$ cat src/rtl/bad_pkg.sv
package bad_pkg;

  localparam int unsigned SEL_W = 2;

  typedef enum logic {
    LINK_DOWN = 1'b0,
    LINK_UP   = 1'b1
  } link_e;

  typedef struct packed {
    logic             ie;
    logic [SEL_W-1:0] sel;
    logic             pol;
  } ctrl_t;

  // tick count needed before a detach is declared
  function automatic int unsigned low_limit(input int unsigned base,
                                            input logic [SEL_W-1:0] sel);
    return base << sel;
  endfunction

  // read-back layout: enable at 6, select at 2:1, polarity at 0
  function automatic logic [7:0] pack_ctrl(input ctrl_t c);
    return {1'b0, c.ie, 3'b000, c.sel, c.pol};
  endfunction

endpackage

$ cat src/rtl/bad_sync.sv
module bad_sync #(
  parameter int unsigned W      = 2,
  parameter int unsigned STAGES = 2,
  parameter logic [W-1:0] INIT  = '1
) (
  input  logic         clk,
  input  logic         rst_n,
  input  logic [W-1:0] din,
  output logic [W-1:0] dout
);

  logic [STAGES-1:0][W-1:0] pipe_q;

  always_ff @(posedge clk or negedge rst_n) begin
    if (!rst_n) begin
      for (int i = 0; i < int'(STAGES); i++) pipe_q[i] <= INIT;
    end else begin
      pipe_q[0] <= din;
      for (int i = 1; i < int'(STAGES); i++) pipe_q[i] <= pipe_q[i-1];
    end
  end

  assign dout = pipe_q[STAGES-1];

endmodule

$ cat src/rtl/bad_lowtimer.sv
module bad_lowtimer
  import bad_pkg::*;
#(
  parameter int unsigned CNT_W = 11
) (
  input  logic             clk,
  input  logic             rst_n,
  input  logic             both_low,
  input  logic             tick,
  input  logic             restart,
  input  int unsigned      limit,
  output logic [CNT_W-1:0] cnt_o,
  output logic             attached_o,
  output logic             disc_evt,
  output logic             conn_evt
);

  link_e            link_q, link_d;
  logic [CNT_W-1:0] cnt_q, cnt_d;
  logic             reach;

  assign reach = (32'(cnt_q) + 32'd1) == limit;

  always_comb begin
    link_d   = link_q;
    cnt_d    = cnt_q;
    disc_evt = 1'b0;
    conn_evt = 1'b0;
    if (link_q == LINK_UP) begin
      if (!both_low || restart) begin
        cnt_d = '0;
      end else if (tick) begin
        if (reach) begin
          disc_evt = 1'b1;
          link_d   = LINK_DOWN;
          cnt_d    = '0;
        end else begin
          cnt_d = cnt_q + CNT_W'(1);
        end
      end
    end else begin
      cnt_d = '0;
      if (!both_low) begin
        conn_evt = 1'b1;
        link_d   = LINK_UP;
      end
    end
  end

  always_ff @(posedge clk or negedge rst_n) begin
    if (!rst_n) begin
      link_q <= LINK_UP;
      cnt_q  <= '0;
    end else begin
      link_q <= link_d;
      cnt_q  <= cnt_d;
    end
  end

  assign cnt_o      = cnt_q;
  assign attached_o = (link_q == LINK_UP);

endmodule

$ cat src/rtl/bad_evtflag.sv
module bad_evtflag (
  input  logic clk,
  input  logic rst_n,
  input  logic conn_evt,
  input  logic disc_evt,
  input  logic pol,
  input  logic clr,
  input  logic ie,
  input  logic gie,
  output logic set_evt,
  output logic flag_o,
  output logic irq_o
);

  logic flag_q;

  assign set_evt = pol ? disc_evt : conn_evt;

  always_ff @(posedge clk or negedge rst_n) begin
    if (!rst_n)       flag_q <= 1'b0;
    else if (set_evt) flag_q <= 1'b1;
    else if (clr)     flag_q <= 1'b0;
  end

  assign flag_o = flag_q;
  assign irq_o  = flag_q & ie & gie;

endmodule

$ cat src/rtl/bus_attach_detect.sv
module bus_attach_detect
  import bad_pkg::*;
#(
  parameter int unsigned BASE_TICKS  = 250,
  parameter int unsigned SYNC_STAGES = 2
) (
  input  logic       clk,
  input  logic       rst_n,
  input  logic       scl_in,
  input  logic       sda_in,
  input  logic       tick_1ms,
  input  logic       ctrl_wr,
  input  logic [7:0] ctrl_wdata,
  input  logic       flag_clr,
  input  logic       global_ie,
  output logic [7:0] ctrl_rdata,
  output logic       event_flag,
  output logic       attached,
  output logic       irq
);

  localparam int unsigned MAX_LIMIT = BASE_TICKS << ((1 << SEL_W) - 1);
  localparam int unsigned CNT_W     = $clog2(MAX_LIMIT + 1);

  ctrl_t            ctrl_q;
  logic [1:0]       line_s;
  logic             both_low;
  logic             restart;
  int unsigned      limit;
  logic [CNT_W-1:0] cnt;
  logic             disc_evt, conn_evt, set_evt;

  // control register
  always_ff @(posedge clk or negedge rst_n) begin
    if (!rst_n) begin
      ctrl_q <= '0;
    end else if (ctrl_wr) begin
      ctrl_q.ie  <= ctrl_wdata[6];
      ctrl_q.sel <= ctrl_wdata[2:1];
      ctrl_q.pol <= ctrl_wdata[0];
    end
  end

  assign ctrl_rdata = pack_ctrl(ctrl_q);
  assign restart    = ctrl_wr && (ctrl_wdata[2:1] != ctrl_q.sel);
  assign limit      = low_limit(BASE_TICKS, ctrl_q.sel);

  bad_sync #(
    .W      (2),
    .STAGES (SYNC_STAGES),
    .INIT   (2'b11)
  ) u_sync (
    .clk   (clk),
    .rst_n (rst_n),
    .din   ({scl_in, sda_in}),
    .dout  (line_s)
  );

  assign both_low = (line_s == 2'b00);

  bad_lowtimer #(
    .CNT_W (CNT_W)
  ) u_timer (
    .clk        (clk),
    .rst_n      (rst_n),
    .both_low   (both_low),
    .tick       (tick_1ms),
    .restart    (restart),
    .limit      (limit),
    .cnt_o      (cnt),
    .attached_o (attached),
    .disc_evt   (disc_evt),
    .conn_evt   (conn_evt)
  );

  bad_evtflag u_flag (
    .clk      (clk),
    .rst_n    (rst_n),
    .conn_evt (conn_evt),
    .disc_evt (disc_evt),
    .pol      (ctrl_q.pol),
    .clr      (flag_clr),
    .ie       (ctrl_q.ie),
    .gie      (global_ie),
    .set_evt  (set_evt),
    .flag_o   (event_flag),
    .irq_o    (irq)
  );

endmodule

$ cat config.mk
export PLATFORM = sky130hd
export DESIGN_NAME = bus_attach_detect
export DESIGN_NICKNAME = d
export VERILOG_FILES = /design/src/rtl/bad_pkg.sv /design/src/rtl/bad_sync.sv /design/src/rtl/bad_lowtimer.sv /design/src/rtl/bad_evtflag.sv /design/src/rtl/bus_attach_detect.sv
export SDC_FILE = /design/constraint.sdc
export NUM_CORES = 1
export LEC_CHECK = 0
export BUFFER_PORTS_ARGS = -buffer_cell sky130_fd_sc_hd__buf_4
export CORE_UTILIZATION = 40
export DETAILED_ROUTE_END_ITERATION = 6
export SKIP_CTS_REPAIR_TIMING = 1
export SLEW_MARGIN = 20
export SYNTH_ARGS = -nofsm -noshare
export SYNTH_HDL_FRONTEND = slang
export SYNTH_SLANG_ARGS = --single-unit
$ cat constraint.sdc
create_clock -name clk -period 2.9 [get_ports clk]
set_clock_uncertainty 0.15 [all_clocks]
set_input_delay 0.725 -clock clk [delete_from_list [all_inputs] [get_ports clk]]
set_output_delay 0.725 -clock clk [all_outputs]
set_load 0.01 [all_outputs]
# == After elaboration in Yosys (flattened, before gate mapping) ==
# Index checks and enable logic that the tools add are counted.
# totals
wordCells,38
regBits,21
input_bits,16
# op_classes
n_bitwise,2
n_reduce_logical,5
n_eq_ne,3
shift,1
addsub,2
muxes,17
# ops
op,count
$mux 11,4
$eq 32x32->1,1
$shl 8x2->32 const A,1
$mux 1,13
$add 11x1->12 const B,1
$add 11x1->11 const B,1
$ne 3x3->1 const B,1
$and 1x1->1,2
$logic_not 2->1,1
$ne 2x2->1,1
$reduce_bool 2->1,1
$logic_and 1x1->1,1
$logic_not 1->1,1
$logic_or 1x1->1,1

# == Longest topological paths before layout ==
# Gate-level depths: netlist of the first run.
# depth
ltp_word,8
depth_mapped,8
ltp_nobuf,7

# == Cells and area by module ==
# A second synthesis of the first run with hierarchy kept.
# hier_totals
hier_cells,172
hier_area_um2,1498.9
# modules_own_cells
module,cells_each,instances,seq_area_each_um2,area_per_inst_um2
bad_lowtimer,134,1,301.5,1078.5
bus_attach_detect,27,1,100.1,242.7
bad_sync,6,1,105.1,120.1
bad_evtflag,5,1,25.0,57.6

# == Worst setup path after synthesis of the first run ==
# No wires, ideal clock.
# synth_timing
path_kind,register to register
start,"register u_timer.cnt_q[0], in the netlist u_timer.cnt_o[0]"
end,"register u_timer.cnt_q[2], in the netlist u_timer.cnt_o[2]"
t_arrival_ns,2.433
slack_ns,0.183
synth_period_minus_slack_ns,2.717
n_path_buf,1
setup_ns,0.134
stages_incl_launch_ff,9
path_cell_list,dfrtp_1 ha_1 xnor2_1 or4b_1 a32o_1 a2111o_1 o31ai_4 buf_6 o211ai_2
# synth_via
elab_chain_cells,6
# synth_lines
element,line_no,text
from (decl),bad_lowtimer.sv:19,"logic [CNT_W-1:0] cnt_q, cnt_d;"
from (signal assigned),bad_lowtimer.sv:56,cnt_q <= cnt_d;
$add 11x1->12,bad_lowtimer.sv:22,assign reach = (32'(cnt_q) + 32'd1) == limit;
$eq 32x32->1,bad_lowtimer.sv:22,
$mux 11 *,bad_lowtimer.sv:33,if (reach) begin
$mux 11 *,bad_lowtimer.sv:32,end else if (tick) begin
$mux 11 *,bad_lowtimer.sv:30,if (!both_low || restart) begin
$mux 11 *,bad_lowtimer.sv:29,if (link_q == LINK_UP) begin
# Every way passes the cells marked *; elsewhere a longest branch is shown, timed or not. The select of a mux whose other input is x is not followed.
# A chain may end at the register's enable or synchronous reset.

# == Worst setup path after layout of the first run ==
# layout_timing
start,"register u_timer.cnt_q[0], in the netlist u_timer.cnt_o[0]"
end,"register u_timer.cnt_q[7], in the netlist u_timer.cnt_o[7]"
# Same word-level chain as after synthesis.

==> impl_metrics.ini, run 1 <==
[routing]
wl_per_cell_um = 14.3
ant_nets = 0
viasPerCell = 5.36
wl_mm = 2.92
drc = 0
drt_pass1_iterations = 4
via_count = 1098
drtIter0Drc = 22

[placed_design]
dpl_worst_slack_ns = 0.119
portBuffers = 18
dp_hpwl_mm = 2.16
gp_congestion = 0.855
placedCellCount = 201

[clocking]
cts.sinks = 21
path_clk_slew_ns = 0.14
cts_tree = built
cts_buffers = 3
clockBufferDepth = 2
worstSkewPairLatency_ns = 0.31
cts-htree-levels = 1
cts_root_buf = clkbuf_4

[layout]
area_growth_pct = 15.7
final_layout_size_suffix_gt1_share_pct = 30.4
instances_no_fill = 205
fin_util_pct = 49.9
layout_commonest_cell = buf_4
fin_nets = 179
diodes = 0
mostFrequentLayoutCells = buf_4, dfrtp_1, nand2_1, nor2_1

[global_route]
grt_max_degree = 22
grt_pass1_vias = 1057
grt_pass1_wl_mm = 5.04
grt_use_total_pct = 19.0
grt.overflow.total = 0
antenna_found_initial = 0

[timing]
min_period_over_period_pct = 92.9
max-slew-margin-rel_pct = 58.7
period_needed_ns = 2.69
maxSlewViolCount = 0
fin_tns_setup_ns = 0
worstMarginPinSlew_ns = 0.619
max_freq_mhz = 371
hold_viol = 0
rsz0062_at_grt = false
setup_viol = 0
setup_ws_ns = 0.206

[setup_path]
required_ns = 2.95
cp-start-kind = flop
rr_startpoint = u_timer.cnt_o[0]
worstSetupStartpoint = u_timer.cnt_o[0]
cp_max_fo = 6
end_kind = flop
cp_data_arrival_time_ns = 2.75
crit_type = reg2reg

[synthesis]
async_flop_share_pct = 100
synth_seq_area_share_pct = 39.7
synth_cells = 140
synth_top_area_share_pct = 29.9
synth_edf_count = 0
ys_types = 44
synthTopCellsByArea = dfrtp_1, dfstp_2, buf_4
syn_area_um2 = 1340
ys.warnings.count = 0
synth_top_cell_by_area = dfrtp_1
ys_ff_latch = 21
yosys_most_used_dff = dfrtp_1
syn_area_per_cell_um2 = 9.56

[status]
outcome = finished, final reports clean

[floorplanning]
pin_count = 27
die_w_um = 59.9
row_count = 20
core_area_um2 = 3100
dieArea_um2 = 3580
floorplan.initialDensity_pct = 43.1
die_h_um = 59.9

[pwr]
leakagePower_nw = 0.629
ir_worst_vdd_v = 0.000261
power-per-cell-area_nw_per_um2 = 349

[job]
drv_cap = 0

[worst_hold_path]
hold_class = in2async
## path summary, 6_finish.rpt
check | to | slack, ns | depth (start not counted)
min reg2reg | u_sync.dout[0] | 0.21 | 0
max | u_timer.cnt_o[7] | 0.21 | 8
min in group clk | u_sync.dout[0] | 0.21 | 0
min | u_timer.cnt_o[0] | 0.12 | 1
max reg2reg | u_timer.cnt_o[7] | 0.21 | 8
max in group asynchronous | u_sync.pipe_q[1] | 2.20 | 1
## layer usage
layer	part of all wire (%)	global-route usage [%]	vias to the layer above
met4	0.72	4.98	0
li1	-	-	541
met3	3.4	1.95	2
met5	0	0	-
met2	46	31.6	28
met1	50	26.4	527
## cell usage after synthesis (4+ instances only)
cell	n
nor2_1	10
xor2_1	5
nand3_1	7
a22oi_1	5
nor3_1	4
buf_4	7
xnor2_1	5
o21ai_0	7
o21ai_2	6
dfrtp_1	16
nand2_1	12
inv_1	5
dfstp_2	5
## area by class of cell
class	instances	area [µm²]
repair buffers	26	195
clock buffers	3	22.5
well taps	44	55.1
fillers	330	1550
multi-input cells	105	721
clock inverters	1	5.00
flip-flops and latches	21	532
inverters	5	18.8
## critical path, cell delays in order (launching register included)
cell and delay, ns:
dfrtp_1 0.41, ha_1 0.22, xnor2_1 0.15, or4b_1 0.49, a32o_1 0.26, a2111o_1 0.40
o31ai_4 0.22, buf_4 0.20, o21ai_1 0.09
## stage by stage
step	cell area (µm²)	total power, mW	hold WS [ns]
finish	1550	0.541	0.116
global route	1550	0.566	0.139
CTS	1550	0.544	0.127
detailed placement	1520	0.398	0.197
global placement	1520	0.396	0.197
floorplan	1350	0.365	0.195
## report_power, final
part           internal (mW)  switching [mW]
clock                 0.0515          0.0977
combinational         0.0375          0.0414
sequential             0.304         0.00878
## sequential cells by signal, summed over array words and instances (netlist names)
signal and count:
u_flag.flag_o 1, u_sync.pipe_q 2, u_timer.attached_o 1, u_timer.cnt_o 11, ctrl_rdata 4, u_sync.dout 2
## cell families (layout without fill, tap and decap cells)
| logic type | after synthesis | in the layout | synth area share, % |
|---|---|---|---|
| flops | 21 | 21 | 39.7 |
| xor+xnor | 11 | 11 | 8.22 |
| fa+ha+maj | 1 | 1 | 0.934 |
| buf+inv | 17 | 35 | 7.38 |
| compound gates | 37 | 37 | 21.5 |
| other cells | 1 | 4 | 0.280 |
| mux | 3 | 3 | 2.52 |
| simple gates | 49 | 49 | 19.4 |
(Power assumes the default switching activity.)
==> run 2: changes to the inputs <==
- CELL_PAD_IN_SITES_DETAIL_PLACEMENT: unset -> 1
- CELL_PAD_IN_SITES_GLOBAL_PLACEMENT: unset -> 2
- CORE_UTILIZATION: 40 -> 30
- PLACE_DENSITY_LB_ADDON: unset -> 0.1
==> impl_metrics.ini, run 2 (synthesized netlist as in run 1, its figures left out) <==
[global_route]
grt_use_total_pct = 17.3
grt_max_degree = 22
antenna_found_initial = 0
grt.overflow.total = 0
grt_pass1_wl_mm = 5.77
grt_pass1_vias = 1145

[layout]
largest_reg_flops = 11
instances_no_fill = 215
mostFrequentLayoutCells = buf_4, dfrtp_1, nand2_1, nor2_1
fin_nets = 183
final_layout_size_suffix_gt1_share_pct = 32.1
seqCellArea_um2 = 532
multi_input_area_um2 = 719
area_growth_pct = 20.0
nFillCells = 507
layout_commonest_cell = buf_4
diodes = 0

[routing]
drt_pass1_iterations = 4
ant_nets = 0
via_count = 1124
viasPerCell = 5.23
drtIter0Drc = 43
wl_mm = 3.57
wl_per_cell_um = 16.6
drc = 0

[clocking]
path_clk_slew_ns = 0.09
cts.sinks = 21
cts-htree-levels = 1
cts_root_buf = clkbuf_8
cts_buffers = 3
clockBufferDepth = 2
worstSkewPairLatency_ns = 0.27
cts_tree = built

[timing]
worstMarginPinSlew_ns = 0.608
fin_tns_setup_ns = 0
max-slew-margin-rel_pct = 59.5
hold_viol = 0
rsz0062_at_grt = false
setup_viol = 0
setup_ws_ns = 0.121
maxSlewViolCount = 0
min_period_over_period_pct = 95.8
holdWs_ns = 0.174
period_needed_ns = 2.78
max_freq_mhz = 360

[pwr]
power-per-cell-area_nw_per_um2 = 380
switchingPower_mw = 0.170
leakagePower_nw = 0.651
pwr-share-seq_pct = 50.7
total_power_mw = 0.611
p_comb_share_pct = 14.1
intPower_mw = 0.441
swShare_pct = 27.8
ir_worst_vdd_v = 0.000192
clock_power_share_pct = 35.2

[setup_path]
cp-start-kind = flop
required_ns = 2.89
crit_type = reg2reg
cp_data_arrival_time_ns = 2.77
cp_max_fo = 6
end_kind = flop

[job]
drv_cap = 0

[floorplanning]
core_area_um2 = 4140
dieArea_um2 = 4730
die_h_um = 68.8
floorplan.initialDensity_pct = 32.3
row_count = 23
pin_count = 27
die_w_um = 68.8

[status]
outcome = finished, final reports clean

[placed_design]
placedCellCount = 211
dpl_worst_slack_ns = 0.125
portBuffers = 18
gp_congestion = 0.761
dp_hpwl_mm = 2.75

[worst_hold_path]
hold_class = in2async
run 2: area by class of cell:
| cell class | count | area share (%) |
|---|---|---|
| Inverter | 5 | 1.17 |
| Timing Repair Buffer | 30 | 14.0 |
| Multi-Input combinational cell | 105 | 44.8 |
| Sequential cell | 21 | 33.1 |
| Clock buffer | 3 | 2.57 |
| Clock inverter | 1 | 0.467 |
| Tap cell | 50 | 3.89 |
run 2: per-layer routing:
layer | global-route usage [%] | vias to the layer above | part of all wire, %
met5 | 0 | - | 0
met3 | 2.96 | 2 | 2.4
met2 | 27.2 | 14 | 47
li1 | - | 551 | -
met1 | 24.4 | 557 | 50
met4 | 4.59 | 0 | 0.48
run 2: metrics by stage:
| stage | utilization (%) | instance area (µm²) |
|---|---|---|
| floorplan | - | 1350 |
| global placement | 37.6 | 1560 |
| detailed placement | 37.6 | 1560 |
| CTS | 38.8 | 1610 |
| global route | 38.8 | 1610 |
| finish | 38.8 | 1610 |
run 2: path summary, 6_finish.rpt:
kind                                  startpoint          endpoint  slack, ns  depth (start not counted)
worst max-delay path            u_timer.cnt_o[1]  u_timer.cnt_o[3]       0.12                          8
worst min-delay path                       rst_n     u_flag.flag_o       0.17                          1
worst max register to register  u_timer.cnt_o[1]  u_timer.cnt_o[3]       0.12                          8
worst min register to register  u_sync.pipe_q[0]    u_sync.dout[0]       0.21                          0
max in group asynchronous                  rst_n  u_sync.pipe_q[0]       2.15                          1
min in group clk                u_sync.pipe_q[0]    u_sync.dout[0]       0.21                          0
run 2: worst max-delay path, cell delays in order (launching register included):
cell and delay [ns]:
dfrtp_1 0.43, ha_1 0.22, xnor2_1 0.16, or4b_1 0.48, a32o_1 0.26, a2111o_1 0.45
o31ai_4 0.20, buf_4 0.20, o311ai_1 0.10
run 2: power by group through the flow:
stage | Sequential, mW | Combinational, mW | Clock [mW]
2_1_floorplan | 0.317 | 0.0485 | 0
3_3_place_gp | 0.315 | 0.0871 | 0
3_5_place_dp | 0.315 | 0.0883 | 0
4_1_cts | 0.310 | 0.0886 | 0.219
5_1_grt | 0.311 | 0.0956 | 0.234
6_report | 0.310 | 0.0863 | 0.215
